--- src/rtl/bsq_pkg.sv ---
package bsq_pkg;

  typedef enum logic [1:0] {
    CLS_LOAD   = 2'd0,
    CLS_RMW    = 2'd1,
    CLS_BRANCH = 2'd2,
    CLS_NONE   = 2'd3
  } cls_e;

  typedef enum logic [3:0] {
    PH_IDLE      = 4'd0,
    PH_OPC       = 4'd1,
    PH_OP1       = 4'd2,
    PH_OP2       = 4'd3,
    PH_IDX_DUMMY = 4'd4,
    PH_IDX_FINAL = 4'd5,
    PH_RMW_RD    = 4'd6,
    PH_RMW_MID   = 4'd7,
    PH_RMW_WR    = 4'd8,
    PH_BR_NEXT   = 4'd9,
    PH_BR_FIX    = 4'd10
  } phase_e;

endpackage

--- src/rtl/bsq_addr_calc.sv ---
module bsq_addr_calc #(
  parameter int AW = 16,
  parameter int DW = 8
) (
  input  logic [AW-1:0] pc,
  input  logic [AW-1:0] base,
  input  logic [DW-1:0] index,
  input  logic [DW-1:0] off,
  output logic [AW-1:0] pc_p1,
  output logic [AW-1:0] pc_p2,
  output logic [AW-1:0] pc_p3,
  output logic [AW-1:0] idx_wrap,
  output logic [AW-1:0] idx_eff,
  output logic          idx_carry,
  output logic [AW-1:0] br_tgt,
  output logic [AW-1:0] br_fix,
  output logic          br_cross
);
  localparam int PW = AW - DW;
  localparam logic [AW-1:0] ONE   = AW'(1);
  localparam logic [AW-1:0] TWO   = AW'(2);
  localparam logic [AW-1:0] THREE = AW'(3);

  logic [DW:0] lo_sum;

  always_comb begin
    pc_p1     = pc + ONE;
    pc_p2     = pc + TWO;
    pc_p3     = pc + THREE;
    lo_sum    = {1'b0, base[DW-1:0]} + {1'b0, index};
    idx_carry = lo_sum[DW];
    idx_wrap  = {base[AW-1:DW], lo_sum[DW-1:0]};
    idx_eff   = base + {{PW{1'b0}}, index};
    br_tgt    = pc_p2 + {{PW{off[DW-1]}}, off};
    br_fix    = {pc_p2[AW-1:DW], br_tgt[DW-1:0]};
    br_cross  = (br_tgt[AW-1:DW] != pc_p2[AW-1:DW]);
  end
endmodule

--- src/rtl/bsq_seq_ctrl.sv ---
module bsq_seq_ctrl
  import bsq_pkg::*;
#(
  parameter int AW = 16,
  parameter int DW = 8
) (
  input  logic          clk,
  input  logic          rst_n,
  input  logic          start,
  input  logic [1:0]    op_class,
  input  logic          rmw_late_in,
  input  logic [AW-1:0] pc_in,
  input  logic [AW-1:0] base_in,
  input  logic [DW-1:0] idx_in,
  input  logic [DW-1:0] off_in,
  input  logic          cond_in,
  input  logic          idx_carry,
  input  logic          br_cross,
  output phase_e        phase,
  output cls_e          cls,
  output logic          rmw_late,
  output logic [AW-1:0] pc_q,
  output logic [AW-1:0] base_q,
  output logic [DW-1:0] idx_q,
  output logic [DW-1:0] off_q,
  output logic          cond_q,
  output logic          done
);
  phase_e phase_q, phase_d;
  logic   accept;

  // start is taken only when idle and with a defined class code
  assign accept = start && (phase_q == PH_IDLE) && (cls_e'(op_class) != CLS_NONE);

  always_comb begin
    phase_d = phase_q;
    case (phase_q)
      PH_IDLE:      if (accept) phase_d = PH_OPC;
      PH_OPC:       phase_d = PH_OP1;
      PH_OP1: begin
        if (cls == CLS_BRANCH) phase_d = cond_q ? PH_BR_NEXT : PH_IDLE;
        else                   phase_d = PH_OP2;
      end
      PH_OP2: begin
        if (cls == CLS_LOAD) phase_d = idx_carry ? PH_IDX_DUMMY : PH_IDX_FINAL;
        else                 phase_d = PH_RMW_RD;
      end
      PH_IDX_DUMMY: phase_d = PH_IDX_FINAL;
      PH_IDX_FINAL: phase_d = PH_IDLE;
      PH_RMW_RD:    phase_d = PH_RMW_MID;
      PH_RMW_MID:   phase_d = PH_RMW_WR;
      PH_RMW_WR:    phase_d = PH_IDLE;
      PH_BR_NEXT:   phase_d = br_cross ? PH_BR_FIX : PH_IDLE;
      PH_BR_FIX:    phase_d = PH_IDLE;
      default:      phase_d = PH_IDLE;
    endcase
  end

  assign done  = (phase_q != PH_IDLE) && (phase_d == PH_IDLE);
  assign phase = phase_q;

  always_ff @(posedge clk or negedge rst_n) begin
    if (!rst_n) phase_q <= PH_IDLE;
    else        phase_q <= phase_d;
  end

  always_ff @(posedge clk or negedge rst_n) begin
    if (!rst_n) begin
      cls      <= CLS_NONE;
      rmw_late <= 1'b0;
      pc_q     <= '0;
      base_q   <= '0;
      idx_q    <= '0;
      off_q    <= '0;
      cond_q   <= 1'b0;
    end else if (accept) begin
      cls      <= cls_e'(op_class);
      rmw_late <= rmw_late_in;
      pc_q     <= pc_in;
      base_q   <= base_in;
      idx_q    <= idx_in;
      off_q    <= off_in;
      cond_q   <= cond_in;
    end
  end
endmodule

--- src/rtl/bsq_data_unit.sv ---
module bsq_data_unit
  import bsq_pkg::*;
#(
  parameter int DW = 8
) (
  input  logic          clk,
  input  logic          rst_n,
  input  phase_e        phase,
  input  logic [DW-1:0] rdata,
  output logic [DW-1:0] tmp,
  output logic [DW-1:0] inc_val,
  output logic [DW-1:0] result,
  output logic          flag_z,
  output logic          flag_n
);
  localparam logic [DW-1:0] ONE = DW'(1);

  logic          tmp_en, res_en;
  logic [DW-1:0] res_d;

  always_comb begin
    inc_val = tmp + ONE;  // wraps at the top of the range
    tmp_en  = (phase == PH_RMW_RD);
    res_en  = (phase == PH_IDX_FINAL) || (phase == PH_RMW_WR);
    res_d   = (phase == PH_RMW_WR) ? inc_val : rdata;
  end

  always_ff @(posedge clk or negedge rst_n) begin
    if (!rst_n)      tmp <= '0;
    else if (tmp_en) tmp <= rdata;
  end

  always_ff @(posedge clk or negedge rst_n) begin
    if (!rst_n)      result <= '0;
    else if (res_en) result <= res_d;
  end

  assign flag_z = (result == '0);
  assign flag_n = result[DW-1];
endmodule

--- src/rtl/bsq_bus_mux.sv ---
module bsq_bus_mux
  import bsq_pkg::*;
#(
  parameter int AW = 16,
  parameter int DW = 8
) (
  input  phase_e        phase,
  input  logic          rmw_late,
  input  logic [AW-1:0] pc,
  input  logic [AW-1:0] pc_p1,
  input  logic [AW-1:0] pc_p2,
  input  logic [AW-1:0] base,
  input  logic [AW-1:0] idx_wrap,
  input  logic [AW-1:0] idx_eff,
  input  logic [AW-1:0] br_fix,
  input  logic [DW-1:0] tmp,
  input  logic [DW-1:0] inc_val,
  output logic [AW-1:0] addr,
  output logic          rw,
  output logic [DW-1:0] wdata,
  output logic          cyc_valid
);
  always_comb begin
    addr      = '0;
    rw        = 1'b1;
    wdata     = '0;
    cyc_valid = 1'b1;
    case (phase)
      PH_OPC:       addr = pc;
      PH_OP1:       addr = pc_p1;
      PH_OP2:       addr = pc_p2;
      PH_IDX_DUMMY: addr = idx_wrap;
      PH_IDX_FINAL: addr = idx_eff;
      PH_RMW_RD:    addr = base;
      PH_RMW_MID: begin
        addr = base;
        if (!rmw_late) begin
          rw    = 1'b0;
          wdata = tmp;
        end
      end
      PH_RMW_WR: begin
        addr  = base;
        rw    = 1'b0;
        wdata = inc_val;
      end
      PH_BR_NEXT:   addr = pc_p2;
      PH_BR_FIX:    addr = br_fix;
      default:      cyc_valid = 1'b0;
    endcase
  end
endmodule

--- src/rtl/bus_cycle_seq.sv ---
module bus_cycle_seq
  import bsq_pkg::*;
#(
  parameter int AW = 16,
  parameter int DW = 8
) (
  input  logic          clk,
  input  logic          rst_n,
  input  logic          start,
  input  logic [1:0]    op_class,
  input  logic          rmw_late,
  input  logic [AW-1:0] pc,
  input  logic [AW-1:0] base,
  input  logic [DW-1:0] index,
  input  logic [DW-1:0] br_off,
  input  logic          br_cond,
  input  logic [DW-1:0] rdata,
  output logic [AW-1:0] addr,
  output logic          rw,
  output logic [DW-1:0] wdata,
  output logic          cyc_valid,
  output logic          done,
  output logic [AW-1:0] next_pc,
  output logic [DW-1:0] result,
  output logic          flag_z,
  output logic          flag_n
);
  logic   rst_s0, rst_s1;
  phase_e phase;
  cls_e   cls;
  logic   late_q, cond_q, idx_carry, br_cross;
  logic [AW-1:0] pc_q, base_q, pc_p1, pc_p2, pc_p3, idx_wrap, idx_eff, br_tgt, br_fix;
  logic [DW-1:0] idx_q, off_q, tmp, inc_val;

  // reset asserts at once, releases on the second clock edge
  always_ff @(posedge clk or negedge rst_n) begin
    if (!rst_n) begin
      rst_s0 <= 1'b0;
      rst_s1 <= 1'b0;
    end else begin
      rst_s0 <= 1'b1;
      rst_s1 <= rst_s0;
    end
  end

  bsq_seq_ctrl #(.AW(AW), .DW(DW)) u_ctrl (
    .clk(clk), .rst_n(rst_s1), .start(start), .op_class(op_class),
    .rmw_late_in(rmw_late), .pc_in(pc), .base_in(base), .idx_in(index),
    .off_in(br_off), .cond_in(br_cond), .idx_carry(idx_carry), .br_cross(br_cross),
    .phase(phase), .cls(cls), .rmw_late(late_q), .pc_q(pc_q), .base_q(base_q),
    .idx_q(idx_q), .off_q(off_q), .cond_q(cond_q), .done(done)
  );

  bsq_addr_calc #(.AW(AW), .DW(DW)) u_calc (
    .pc(pc_q), .base(base_q), .index(idx_q), .off(off_q),
    .pc_p1(pc_p1), .pc_p2(pc_p2), .pc_p3(pc_p3), .idx_wrap(idx_wrap),
    .idx_eff(idx_eff), .idx_carry(idx_carry), .br_tgt(br_tgt),
    .br_fix(br_fix), .br_cross(br_cross)
  );

  bsq_data_unit #(.DW(DW)) u_data (
    .clk(clk), .rst_n(rst_s1), .phase(phase), .rdata(rdata),
    .tmp(tmp), .inc_val(inc_val), .result(result),
    .flag_z(flag_z), .flag_n(flag_n)
  );

  bsq_bus_mux #(.AW(AW), .DW(DW)) u_mux (
    .phase(phase), .rmw_late(late_q), .pc(pc_q), .pc_p1(pc_p1), .pc_p2(pc_p2),
    .base(base_q), .idx_wrap(idx_wrap), .idx_eff(idx_eff), .br_fix(br_fix),
    .tmp(tmp), .inc_val(inc_val), .addr(addr), .rw(rw), .wdata(wdata),
    .cyc_valid(cyc_valid)
  );

  always_comb begin
    if (cls == CLS_BRANCH) next_pc = cond_q ? br_tgt : pc_p2;
    else                   next_pc = pc_p3;
  end
endmodule

--- config.mk ---
export PLATFORM = sky130hd
export DESIGN_NAME = bus_cycle_seq
export DESIGN_NICKNAME = d
export VERILOG_FILES = /design/src/rtl/bsq_pkg.sv /design/src/rtl/bsq_addr_calc.sv /design/src/rtl/bsq_seq_ctrl.sv /design/src/rtl/bsq_data_unit.sv /design/src/rtl/bsq_bus_mux.sv /design/src/rtl/bus_cycle_seq.sv
export SDC_FILE = /design/constraint.sdc
export NUM_CORES = 1
export LEC_CHECK = 0
export ABC_AREA = 1
export CAP_MARGIN = 20
export CORE_ASPECT_RATIO = 1.4
export CORE_MARGIN = 8
export CORE_UTILIZATION = 28
export DETAILED_ROUTE_END_ITERATION = 16
export MAX_ROUTING_LAYER = met4
export SLEW_MARGIN = 25
export SYNTH_ARGS = -nofsm -noshare
export SYNTH_HDL_FRONTEND = slang
export SYNTH_HIERARCHICAL = 1
export SYNTH_SLANG_ARGS = --single-unit
--- constraint.sdc ---
create_clock -name clk -period 4 [get_ports clk]
set_clock_uncertainty 0.1 [all_clocks]
set_input_delay 0.8 -clock clk [delete_from_list [all_inputs] [get_ports clk]]
set_output_delay 0.8 -clock clk [all_outputs]
set_load 0.02 [all_outputs]
* After elaboration in Yosys (flattened, before gate mapping)
Index checks and enable logic that the tools add are counted.
** Storage, ports and cells
- Output and inout bits :: 53
- Input bits :: 63
- Bits in registers :: 74
- Logic and storage cells :: 60
** Operators by class
- Eq/ne operators :: 13
- Add/sub/neg operators :: 7
- Reduce and logical (&&, ||, !) cells :: 12
- Multiplexer cells :: 16
** Operator list (number)
- $pmux 16 s7 :: 1
- $add 16x2->16 const B :: 2
- $mux 16 :: 2
- $pmux 4 s8 :: 1
- $mux 4 :: 5
- $add 16x1->16 const B :: 1
- $add 16x16->16 :: 1
- $add 16x8->16 :: 1
- $eq 4x3->1 const B :: 4
- $mux 8 :: 2
- $pmux 8 s2 :: 1
- $eq 4x4->1 const B :: 3
- $reduce_or 10->1 :: 1
- $add 8x8->9 :: 1
- $add 8x1->8 const B :: 1
- $eq 4x2->1 const B :: 2
- $logic_not 4->1 :: 2
- $logic_not 8->1 :: 1
- $ne 8x8->1 :: 1
- $eq 4x1->1 const B :: 1
- $reduce_bool 4->1 :: 1
- $logic_and 1x1->1 :: 3
- $mux 1 :: 3
- $reduce_or 3->1 :: 1
- 6 further kinds :: 6

* Logic depth before layout (Yosys ltp)
- Depth in word-level cells :: 7
- Depth in mapped cells :: 27
- Depth with buffers taken out :: 26

* Cells and area by module
The synthesis kept the hierarchy.
** By module, submodules not included
- bsq_addr_calc :: area an instance 2711.4 µm², instances 1, cells each 484, sequential area each 0.0 µm²
- bsq_seq_ctrl :: area an instance 2451.1 µm², instances 1, cells each 271, sequential area each 1403.8 µm²
- bsq_bus_mux :: area an instance 1276.2 µm², instances 1, cells each 261, sequential area each 0.0 µm²
- bsq_data_unit :: area an instance 1006.0 µm², instances 1, cells each 123, sequential area each 400.4 µm²
- bus_cycle_seq :: area an instance 521.8 µm², instances 1, cells each 108, sequential area each 50.0 µm²

* Worst setup path after synthesis
No wires, ideal clock.
- Path kind :: register -> output
- From :: reg u_ctrl.pc_q[2]
- To :: out done
- Setup slack :: -0.003 ns
- Cell stages (with the launch flop) :: 24
- Data arrival time :: 3.103 ns
- Buffers on the path :: 0
- Data required time :: 3.100 ns
- Cells stage by stage :: dfrtp_1 ha_1 nand2_2 clkinv_2 nand4_1 xor2_1 ha_1 nand2_1 inv_1 nand2_1 nand2_1 a21oi_1 nand2_1 nand2_1 nand3_1 nand2_1 nand2_1 nor2_1 nand3_1 nand3_1 nor2_1 nor2_1 nand3_1 nor2_1
** On the way
- Word-level cells in the longest chain between the ends :: 7
** RTL lines
- from (decl) :: line bsq_seq_ctrl.sv:22 : output logic [AW-1:0] pc_q,
- from (signal assigned) :: line bsq_seq_ctrl.sv:79 : pc_q <= pc_in;
- $add 16x2->16 * :: line bsq_addr_calc.sv:28 : pc_p2 = pc + TWO;
- named net br_fix[13] :: line bus_cycle_seq.sv:32 : logic [AW-1:0] pc_q, base_q, pc_p1, pc_p2, pc_p3, idx_wrap, idx_eff, br_tgt, br_fix;
- $add 16x16->16 :: line bsq_addr_calc.sv:34 : br_tgt = pc_p2 + {{PW{off[DW-1]}}, off};
- $ne 8x8->1 * :: line bsq_addr_calc.sv:36 : br_cross = (br_tgt[AW-1:DW] != pc_p2[AW-1:DW]);
- named net br_cross :: line bus_cycle_seq.sv:31 : logic late_q, cond_q, idx_carry, br_cross;
- $mux 4 * :: line bsq_seq_ctrl.sv:53 : PH_BR_NEXT: phase_d = br_cross ? PH_BR_FIX : PH_IDLE;
- $pmux 4 s8 * :: line bsq_seq_ctrl.sv:37 : case (phase_q)
- $logic_not 4->1 * :: line bsq_seq_ctrl.sv:59 : assign done = (phase_q != PH_IDLE) && (phase_d == PH_IDLE);
- $logic_and 1x1->1 * :: line bsq_seq_ctrl.sv:59
- to (decl) :: line bus_cycle_seq.sv:22 : output logic done,
Mark *: on every way through the listed nets, which the timed path passes. The rest lies on a longest branch.

* Worst setup path after layout
- From :: reg u_ctrl.pc_q[3]
- To :: out done
The elaborated chain is that of the path after synthesis.

==> PnR_summary.wiki <==
{| class="wikitable"
! Metric !! Value
|-
| Die W || 158.6 um
|-
| Net Sw Frac || 0.5138
|-
| Reg clk slew, reported paths || around 0.060 ns
|-
| Global routing usage summed across all routing layers || 0.1682
|-
| Die Footprint || 0.03418 mm^2
|-
| Detailed Route Iter0 Violations || 349
|-
| FF+latch count, synth || 74
|-
| Initial antenna violation count || 1
|-
| Number of cells after detailed placement || 1787
|-
| Number of clock sinks seen by CTS || 74
|-
| Average instance area after synthesis || 6.388 um^2
|-
| P per Cell Area || 932.2 mW/mm^2
|-
| TritonCTS Buffers || 9
|-
| Vias per cell || 4.553
|-
| Seq pwr share || 0.151
|-
| Combined area of the multi-input logic cells || 0.005592 mm^2
|-
| Kind of capture point of the worst setup path || output pin
|-
| Post-route design area || 0.01125 mm^2
|-
| Reported max-cap violation count || 0
|-
| Max IR drop VDD || 0.3235 mV
|-
| Post-synth design cell area || 0.007966 mm^2
|-
| Highest achievable clock rate || 226.3 MHz
|-
| Reg area || 0.001861 mm^2
|-
| Antenna cells || 0
|-
| Classification of the worst-slack hold path || reg2async
|-
| Detail-routed net length per standard cell || 15.30 um
|-
| Utilization after layout || 0.3988
|-
| Mux cell area share after synthesis || 0
|-
| Reported leakage power || 5.840 nW
|-
| Delay contributed by the slowest stage of the critical path || approximately 0.4 ns
|-
| Count of antenna-violating nets left after detailed routing || 0
|-
| Dominant combinational cell family by area after synthesis || simple AND/OR/NAND/NOR gates
|-
| Syn-to-layout area delta || 41.27%
|-
| Final wirelength || 27990 um
|-
| Area after DPL || 0.009965 mm^2
|-
| Post-detail-place hpwl || ~23000 um
|-
| Final instance count without filler cells || 1830
|-
| Leading cell type in the layout, fill and taps excluded || sky130_fd_sc_hd__nand2_1
|-
| Most used cells in the layout excluding fill and tap cells || sky130_fd_sc_hd__nand2_1, sky130_fd_sc_hd__inv_1, sky130_fd_sc_hd__buf_4
|-
| Total stage count of the critical path || 24
|-
| Initial cell density of the core || 0.2823
|-
| Count of vias placed by the detailed router || around 8300
|-
| Placeable Area || 0.02822 mm^2
|-
| Design Power || 10.49 mW
|-
| Fraction of the yosys area taken by sequential cells || 0.2328
|-
| DRC violations left || 0
|-
| Gp weighted congestion || 0.9754
|-
| Clock insertion delay at the later pin of the skew report || roughly 0.35 ns
|-
| Height of the chip || 215.6 um
|-
| Via count of the first global-routing pass || 8407
|-
| Number of unique standard cell types used by synthesis || 47
|-
| Internal Dissipation || 5.101 mW
|-
| Wire length of the first global-routing pass || 43360 um
|-
| Total number of placement rows || 73
|-
| Top post-synthesis cells by area || sky130_fd_sc_hd__dfrtp_1, sky130_fd_sc_hd__nand2_1, sky130_fd_sc_hd__nand3_1
|-
| Post-Synth Adder-Cell Area || 0.05057
|-
| First-pass DRT Iterations || 6
|-
| Cells after Synth || around 1200
|-
| Number of max-slew violations in the final report || 0
|-
| Unrepaired setup endpoints after global routing || true
|-
| Transition time of the tightest slew-check pin || 0.8775 ns
|-
| List of cells traversed by the critical path || buf_6 -> nand2_4 -> nor2_4 -> nand2_4 -> o21bai_1 -> nand2_2 -> inv_2 -> ha_4 -> buf_4 -> a21oi_1 -> nand2_1 -> a21oi_1 -> nand2_2 -> buf_6 -> nand2_1 -> nand3_1 -> nor2_2 -> nand3_2 -> nand3_2 -> nor2_4 -> nor2_2 -> nand3_1 -> nor2_2 -> buf_6
|-
| Placement Setup Slack || -0.9741 ns
|-
| Family of cells with the greatest summed delay on the critical path || simple AND/OR/NAND/NOR gates
|-
| Simple-Gate Fraction of Synth Area || 0.3977
|-
| Fraction of layout instances using a drive strength above 1 || 0.3017
|-
| Reg2reg path depth || 23
|-
| Number of nets in the layout || 1545
|-
| Clock Tree Root || sky130_fd_sc_hd__clkbuf_16
|-
| Congestion Overflow GR || 0
|-
| Maximum buffer depth of the clock tree || 2
|-
| Number of hold buffers added after CTS || 0
|-
| Crit Path Category || reg2out
|-
| Xor/xnor share of the synthesized area || 0.06157
|-
| Count of endpoints failing setup in the final report || 2
|-
| Final Cycle Share || 1.105
|-
| Share of the synthesized area in compound gates (AO/OA/AOI/OAI) || 0.09675
|-
| Quantity of I/O buffers inserted on ports || 115
|-
| Combinational Power Share || 0.760
|-
| Crit start category || flop
|-
| Syn nets || 1341
|-
| Required time of the worst setup path || just over 3 ns
|-
| Fill cell count || 2973
|-
| Area share of the largest cell type after synthesis || 0.2262
|-
| Crit path DAT || 3.52 ns
|-
| Fin. Hold Viols || 0
|-
| CTS tree || built
|-
| Worst Path Buf+Inv || 5
|-
| Outcome || finished with violations
|-
| Cell type contributing the most total cell area after synthesis || sky130_fd_sc_hd__dfrtp_1
|-
| Maximum number of pins on one net before global-route repair || 57
|-
| Part of the power in the clock network || 0.089
|-
| Slowest cell on crit path || sky130_fd_sc_hd__dfrtp_2
|-
| Largest fanout on the critical path || 4
|-
| Shortest clock period the worst path allows after layout || about 4.4 ns
|-
| Number of levels the H-tree was split into || 3
|-
| Synth Warn # || 6
|-
| Worst Slack Setup Final || -0.4197 ns
|-
| # IOs || 116
|-
| Violated checks || negative setup slack
|-
| Worst slew margin || 0.4150
|-
| Switching power total || 5.391 mW
|}
-- state kept, by name, summed over array words and instances, names as in the netlist --
name,cells
rst_s0,1
u_ctrl/pc_q,16
u_ctrl/base_q,16
u_ctrl/idx_q,8
u_data/tmp,8
u_ctrl/off_q,8
u_ctrl/cond_q,1
u_ctrl/rmw_late,1
u_ctrl/cls,2
u_data/result,8
u_ctrl/phase,4
rst_s1,1
-- cells in the mapped netlist (all sizes together) --
cell type and instances:
nor2 120, o211ai 4, nand2 428, ha 29, dfstp 2, a211oi 1
clkbuf 4, nand3b 1, nand3 150, a21o 1, a21oi 39, or2 1
fa 2, xnor2 13, o21bai 3, a31oi 1, inv 182, nand4 6
buf 68, clkinv 3, conb 1, nor4 2, xor2 40, and2 6
o21ai 65, dfrtp 72, nor3 3
-- cells by family after synthesis --
group	count (synthesis)
other cells	1
buf+inv	257
flops	74
fa+ha+maj	31
xor+xnor	53
simple gates	717
compound gates	114
-- worst paths after layout --
path | from | endpoint | slack (ns)
worst min register to register | rst_s1 | u_data/result[0] | 0.09
min in group clk | rst_s0 | rst_s1 | 0.25
worst max register to register | u_ctrl/pc_q[3] | u_ctrl/phase[1] | 0.76
max in group asynchronous | rst_s1 | u_ctrl/pc_q[4] | 2.58
worst max-delay path | u_ctrl/pc_q[3] | done | -0.42
worst min-delay path | rst_s1 | u_data/result[0] | 0.09
-- layout make-up --
cell class                      count  share of cell area
Clock buffer                       10             0.02034
Clock inverter                      5            0.009227
Inverter                          185             0.06270
Multi-Input combinational cell    916              0.4968
Sequential cell                    74              0.1653
Tap cell                          375             0.04169
Timing Repair Buffer              265              0.2039
-- layer usage --
| layer | track usage | share of wire | wire length, um |
|---|---|---|---|
| met3 | 0.02140 | 0.032 | 885 |
| met5 | - | 0 | 0 |
| met1 | 0.1700 | 0.38 | 10680 |
| met4 | 0.09016 | 0.052 | 1462 |
| met2 | 0.3061 | 0.53 | 14960 |
-- metrics by stage --
stage          hold WS, ns  TNS, ns
3_5_place_dp        0.1161   -3.045
4_1_cts             0.1150  -0.5295
2_1_floorplan       0.2312        0
5_1_grt             0.1341   -1.192
6_report           0.09209  -0.4460
3_3_place_gp        0.1053   -3.082
-- what timing repair did --
item / in CTS / in global routing
pin swaps: 38 / 50
endpoints found under the setup margin: 25 / 25
setup buffers: 22 / 7
gates resized for setup: 154 / 114
-- power groups by stage --
stage	Sequential (mW)	Combinational [mW]	Clock, mW
finish	1.59	7.97	0.932
global route	1.65	8.71	0.986
CTS	1.58	7.47	0.960
detailed placement	1.56	7.00	0
global placement	1.55	6.97	0
floorplan	1.52	4.57	0
(Power assumes the default switching activity.)
